**config.mk**
```make
export PLATFORM = sky130hd
export DESIGN_NAME = usbh_irq_regs
export DESIGN_NICKNAME = d
export VERILOG_FILES = /design/src/rtl/ush_pkg.sv /design/src/rtl/ush_frame_timer.sv /design/src/rtl/ush_reg_core.sv /design/src/rtl/ush_irq_gate.sv /design/src/rtl/usbh_irq_regs.sv
export SDC_FILE = /design/constraint.sdc
export NUM_CORES = 1
export LEC_CHECK = 0
export BUFFER_PORTS_ARGS = -buffer_cell sky130_fd_sc_hd__clkbuf_2
export CAP_MARGIN = 20
export CORE_UTILIZATION = 25
export DETAILED_ROUTE_END_ITERATION = 16
export SETUP_SLACK_MARGIN = 0.1
export SLEW_MARGIN = 10
export SYNTH_ARGS = -nofsm -noshare
export SYNTH_HDL_FRONTEND = slang
export SYNTH_SLANG_ARGS = --single-unit
export TNS_END_PERCENT = 5
```
**constraint.sdc**
```tcl
create_clock -name clk -period 3.5 [get_ports clk]
set_input_delay 0.875 -clock clk [delete_from_list [all_inputs] [get_ports clk]]
set_output_delay 0.875 -clock clk [all_outputs]
set_load 0.02 [all_outputs]
```
**src/rtl/ush_pkg.sv**
```systemverilog
package ush_pkg;
  localparam int unsigned DW        = 32;
  localparam int unsigned IDX_CMD   = 2;
  localparam int unsigned IDX_STS   = 3;
  localparam int unsigned IDX_ENSET = 4;
  localparam int unsigned IDX_ENCLR = 5;
  localparam int unsigned IDX_BASE  = 6;
  localparam int unsigned HCR_BIT   = 0;
  localparam int unsigned SOF_BIT   = 2;
  localparam int unsigned MIE_BIT   = 31;
  localparam logic [DW-1:0] SOC_MASK   = 32'h0000_00C0;
  localparam logic [DW-1:0] BASE_MASK  = 32'hFFFF_FF00;
  localparam logic [DW-1:0] EN_RESET   = 32'h8000_0000;

  // command write: OR-in, read-only overrun count masked away
  function automatic logic [DW-1:0] cmd_merge(input logic [DW-1:0] cur,
                                              input logic [DW-1:0] wd);
    return cur | (wd & ~SOC_MASK);
  endfunction

  function automatic logic [DW-1:0] base_value(input logic [DW-1:0] wd);
    return wd & BASE_MASK;
  endfunction

  function automatic logic irq_level(input logic [DW-1:0] en,
                                     input logic [DW-1:0] sts);
    return en[MIE_BIT] & (|(en & sts));
  endfunction
endpackage

```
**src/rtl/ush_frame_timer.sv**
```systemverilog
module ush_frame_timer #(
  parameter int unsigned FRAME_TICKS = 12000
) (
  input  logic clk,
  input  logic rst_n,
  input  logic restart,
  input  logic active,
  input  logic tick,
  output logic sof_evt
);
  localparam int unsigned CW = (FRAME_TICKS > 2) ? $clog2(FRAME_TICKS) : 1;
  localparam logic [CW-1:0] LAST = CW'(FRAME_TICKS - 1);

  logic [CW-1:0] cnt_q;
  logic          adv;
  logic          at_last;

  assign adv     = active & tick;
  assign at_last = (cnt_q == LAST);
  assign sof_evt = adv & at_last & ~restart;

  always_ff @(posedge clk or negedge rst_n) begin
    if (!rst_n) begin
      cnt_q <= '0;
    end else if (restart) begin
      cnt_q <= '0;
    end else if (adv) begin
      cnt_q <= at_last ? '0 : cnt_q + 1'b1;
    end
  end
endmodule

```
**src/rtl/ush_reg_core.sv**
```systemverilog
module ush_reg_core
  import ush_pkg::*;
#(
  parameter int unsigned ADDR_W = 4
) (
  input  logic              clk,
  input  logic              rst_n,
  input  logic [ADDR_W-1:0] addr,
  input  logic              wr,
  input  logic [DW-1:0]     wdata,
  input  logic              sof_evt,
  output logic              soft_rst,
  output logic [DW-1:0]     cmd_q,
  output logic [DW-1:0]     sts_q,
  output logic [DW-1:0]     en_q,
  output logic [DW-1:0]     base_q,
  output logic [DW-1:0]     rdata
);
  logic wr_cmd, wr_sts, wr_set, wr_clr, wr_base;
  logic [DW-1:0] sts_d;

  assign wr_cmd  = wr && (addr == ADDR_W'(IDX_CMD));
  assign wr_sts  = wr && (addr == ADDR_W'(IDX_STS));
  assign wr_set  = wr && (addr == ADDR_W'(IDX_ENSET));
  assign wr_clr  = wr && (addr == ADDR_W'(IDX_ENCLR));
  assign wr_base = wr && (addr == ADDR_W'(IDX_BASE));

  assign soft_rst = wr_cmd & wdata[HCR_BIT];

  // status: clear-by-write first, then the frame event wins
  always_comb begin
    sts_d = sts_q;
    if (wr_sts) sts_d = sts_d & ~wdata;
    if (sof_evt) sts_d[SOF_BIT] = 1'b1;
  end

  always_ff @(posedge clk or negedge rst_n) begin
    if (!rst_n) begin
      cmd_q  <= '0;
      sts_q  <= '0;
      en_q   <= EN_RESET;
      base_q <= '0;
    end else if (soft_rst) begin
      cmd_q  <= '0;
      sts_q  <= '0;
      en_q   <= EN_RESET;
      base_q <= '0;
    end else begin
      sts_q <= sts_d;
      if (wr_cmd)  cmd_q  <= cmd_merge(cmd_q, wdata);
      if (wr_set)  en_q   <= en_q | wdata;
      if (wr_clr)  en_q   <= en_q & ~wdata;
      if (wr_base) base_q <= base_value(wdata);
    end
  end

  always_comb begin
    unique case (int'(addr))
      IDX_CMD:              rdata = cmd_q;
      IDX_STS:              rdata = sts_q;
      IDX_ENSET, IDX_ENCLR: rdata = en_q;
      IDX_BASE:             rdata = base_q;
      default:              rdata = '0;
    endcase
  end
endmodule

```
**src/rtl/ush_irq_gate.sv**
```systemverilog
module ush_irq_gate
  import ush_pkg::*;
(
  input  logic [DW-1:0] en,
  input  logic [DW-1:0] sts,
  output logic          irq
);
  assign irq = irq_level(en, sts);
endmodule

```
**src/rtl/usbh_irq_regs.sv**
```systemverilog
module usbh_irq_regs
  import ush_pkg::*;
#(
  parameter int unsigned ADDR_W      = 4,
  parameter int unsigned FRAME_TICKS = 12000
) (
  input  logic              clk,
  input  logic              rst_n,
  input  logic              bus_active,
  input  logic              bit_tick,
  input  logic [ADDR_W-1:0] reg_addr,
  input  logic              reg_wr,
  input  logic [31:0]       reg_wdata,
  output logic [31:0]       reg_rdata,
  output logic              irq
);
  // named internal events, visible to the bound checker
  logic          sof_evt;
  logic          soft_rst;
  logic [DW-1:0] cmd_q, sts_q, en_q, base_q;

  ush_frame_timer #(.FRAME_TICKS(FRAME_TICKS)) u_timer (
    .clk     (clk),
    .rst_n   (rst_n),
    .restart (soft_rst),
    .active  (bus_active),
    .tick    (bit_tick),
    .sof_evt (sof_evt)
  );

  ush_reg_core #(.ADDR_W(ADDR_W)) u_regs (
    .clk      (clk),
    .rst_n    (rst_n),
    .addr     (reg_addr),
    .wr       (reg_wr),
    .wdata    (reg_wdata),
    .sof_evt  (sof_evt),
    .soft_rst (soft_rst),
    .cmd_q    (cmd_q),
    .sts_q    (sts_q),
    .en_q     (en_q),
    .base_q   (base_q),
    .rdata    (reg_rdata)
  );

  ush_irq_gate u_gate (
    .en  (en_q),
    .sts (sts_q),
    .irq (irq)
  );
endmodule

```
==> run summary <==
Slowest stage cell on the critical path: and4bb_2. The logs give 0.00771 mm^2 for the final non-filler cell area and 2598 for the fill cell total of the finished layout. By count the netlist is led by 178 x nand2_1, 131 x dfrtp_1, 122 x a21oi_1. 74 I/O pins were placed. TritonCTS built the clock tree. The die covers 0.0258 mm^2.

Most numerous cell in the Yosys netlist: nand2_1. In the routed design, unresolved DRC markers number 0. Number of hold violations in the final report: 0. For the pin count of the biggest net entering global routing, the log shows 74. Synthesis produced a netlist with a net count of 746.

The tools report the wire length of the first global-routing pass as 30.4 mm. STA classifies the critical path startpoint as a primary input. In this run switching power makes up 25.2% of total power. Counting flops with a built-in enable in the synthesized netlist gives 0. In this run the post-CTS setup repair buffer count came out at 0. The core region is 0.0245 mm^2. Class of the most critical hold timing path: primary input to async pin.

In the post-route analysis, the smallest setup slack over all paths is 468 ps. The tools report the clock root buffer as clkbuf_16. The net count of the finished layout is 803. Among cell families on the critical path, the largest total delay comes from simple AND/OR/NAND/NOR gates.

On the worst path, the slowest cell contributes a delay of 500 ps. Clock-pin slew was measured on the worst setup and hold paths at 60 ps. Global routing used 15.4% of the available tracks. The fraction of registers with async set or reset after synthesis was 100%. The TritonCTS sink count is 132. Post-placement setup slack: 469 ps.

IR analysis of the VDD net gives a maximum drop of 0.233 mV. Setup violations remaining at the end of the flow were counted as 0. The detailed-route vias per instance is 4.90. Initial antenna violation count: 1. Number of buffer and inverter instances along the worst setup path: 3. The later pin in the worst-skew pair is clocked with a latency of 420 ps. Detailed router's first-iteration violation count: 473.

Hold is met by 479 ps. From left edge to right edge, the die measures 161 um. Setup repair after global routing left no endpoint under its margin. TritonCTS created 17 clock buffers. The quantity of I/O buffers inserted on ports was 73. The tools report the worst clock skew as 0.809 ps. At the worst endpoint, the required time is 2620 ps. In this run, post-CTS repair resized a total of 0 instances. The post-synthesis to final-layout area growth is 22.5%.

Sorting the synthesized cells by area gives the leading types as dfrtp_1 52%, nand2_1 11%, a21oi_1 9.7%. The vias after detailed routing was 5385. The fraction of layout cells with a size suffix above 1 is 19.4%.

The startpoint identified for the worst register-to-register timing path is u_timer.cnt_q[0]. For this run the aggregate overflow at the end of global routing stands at 0. Across the run, the number of max-cap violations was 0. The netlist area before placement came out at 0.00630 mm^2. By instance count, the cell type seen most on the critical path is clkbuf_2.

The total of hold buffers inserted after clock tree synthesis was 0; the count of synthesis-stage warnings from yosys was 0. Flip-flop and latch count after synthesis: 132. The clock network burns 45.5% of the power. Among all flip-flop cells after synthesis, the most frequent one is dfrtp_1.

The tools report the sort of element at the end of the critical path as an output pin. Combinational group share of total power: 10.6%. Sequential cells were found to cover 52.5% of the synthesized design area.

The number of distinct library cell variants in the gate-level netlist after synthesis was 45; the worst-margin pin slew was 725 ps. Of all nets on the critical path, the largest fanout is 19. The final critical-path required period came out at 3030 ps. For this configuration, the core starts out at a cell density of 25.7%. The cell-internal power is 3.28 mW. The routed length per placed instance is 17.3 um, and the count of cells along the worst register-to-register path is 5. The die is 161 um tall. The floorplan has 57 rows.

In this run the critical register-to-register path is captured at u_timer.cnt_q[5]. The average size of a mapped cell is 8.95 um^2, and the buffer depth of the longest clock path is 2. Relative max-transition margin: 51.5%. The critical path start-end classification was primary input to output pin. The highest attainable clock frequency came out at 0.330 GHz. Dividing the final minimum period by the clock period gives 86.6%. The final antenna-violating net count is 0, and the critical path arrival is 2160 ps. The number of global-route vias before repair was 5288; the post-route setup TNS was 0 ps. Setup slack on the worst reg-to-reg path comes out at 1360 ps.

The tools report the total leakage power as 3.45 nW. In this run, flip-flops and latches consume 43.9% of the power. For the number of optimization iterations in the first detailed-route pass, the log shows 6. Walking the worst path, the cells encountered are clkbuf_2 > and4bb_2 > buf_12 > a22oi_1 > nand2_1 > clkbuf_2. The biggest area consumer among synthesized cells is dfrtp_1.

The logs give 19.0 mm for the final wirelength and 1.10 mW for the net load switching power. Final weighted congestion in routability-driven placement: 0.750. The cell area power density was 568 mW/mm^2; the share of the synthesized area in the top cell type was 52.1%.

The total placed instance area was 0.00705 mm^2; the post-detailed-placement half-perimeter wirelength was 12.2 mm. CTS built an H-tree with a depth of 4. The number of max-slew violations in the final report came out at 0.

The cell count after synthesis was 704. The flow ran to the end, and the final reports show no timing, DRC or antenna violations.
## registers in the layout, summed over array words and instances, names as in the netlist
name	cells
u_regs.cmd_q	30
u_regs.en_q	32
u_regs.sts_q	32
u_regs.base_q	24
u_timer.cnt_q	14
## power by group through the flow
stage	sequential, mW	clock (mW)	combinational (mW)
after floorplan	1.89	0	0.307
after global routing	1.95	2.10	0.537
after CTS	1.92	2.02	0.473
after detailed placement	1.94	0	0.470
after global placement	1.94	0	0.459
final	1.92	1.99	0.466
## routing by layer
metal | track usage (%) | up-vias | wire length, um
li1 | - | 2604 | -
met1 | 21.2 | 2639 | 9020
met2 | 23.4 | 119 | 8730
met3 | 3.13 | 23 | 869
met4 | 6.43 | 0 | 345
met5 | 0 | - | 0
## per-stage QoR
stage | power [mW] | util (%) | std cells
floorplan | 2.20 | - | 704
global placement | 2.40 | 28.7 | 1066
detailed placement | 2.41 | 28.7 | 1066
CTS | 4.41 | 31.4 | 1098
global route | 4.58 | 31.4 | 1099
finish | 4.38 | 31.4 | 1099
## cell usage in the layout (no fill, tap or decap), types with 3 or more instances in the layout
cell type / Yosys / layout
nand2_1: 178 / 178
dfrtp_1: 131 / 131
a21oi_1: 122 / 122
clkbuf_2: 0 / 72
a22oi_1: 64 / 64
nor2_1: 33 / 33
or2_2: 23 / 23
clkbuf_16: 0 / 17
buf_4: 10 / 10
nand4_1: 9 / 9
nand3_1: 9 / 9
a31oi_1: 8 / 8
and2_1: 6 / 7
buf_12: 0 / 7
a222oi_1: 6 / 6
inv_1: 6 / 6
or2_0: 6 / 6
nor3_1: 6 / 6
o21ai_0: 5 / 5
bufinv_16: 0 / 5
clkbuf_8: 0 / 4
a311oi_1: 3 / 3
and3_1: 4 / 3
or3_1: 3 / 3
clkinv_2: 0 / 3
## cell families (layout without fill, tap and decap cells)
kind of cell,Yosys count,count (layout),synth area share [%]
flip-flops,132,132,52.5
AO/OA/AOI/OAI,217,217,21.1
adder cells (fa/ha/maj),1,1,0.199
AND/OR/NAND/NOR,294,294,21.4
buffers and inverters,58,128,4.55
other,0,1,0
XOR/XNOR,2,2,0.278
## how the worst max path moves through the flow
| stage | from | end | slack, ps | depth (start not counted) |
|---|---|---|---|---|
| 6_report | reg_addr[3] | reg_rdata[18] | 470 | 6 |
| 5_1_grt | reg_addr[3] | reg_rdata[18] | 410 | 6 |
| 4_1_cts | reg_addr[3] | reg_rdata[18] | 470 | 6 |
| 3_5_place_dp | reg_addr[3] | reg_rdata[18] | 470 | 6 |
| 3_3_place_gp | reg_addr[3] | reg_rdata[18] | 480 | 6 |
| 2_1_floorplan | reg_addr[0] | reg_rdata[5] | 620 | 5 |
## area by class of cell
class	count	area (um^2)	share of cell area, %
tap	324	405	5.26
sequential	132	3300	42.8
inverter	6	22.5	0.292
clock buffer	23	488	6.33
clock inverter	9	173	2.24
multi-input combinational	514	2730	35.4
timing repair buffer	90	587	7.61
antenna	1	2.50	0.0324
Note: power is estimated with default switching activity, not from simulation.
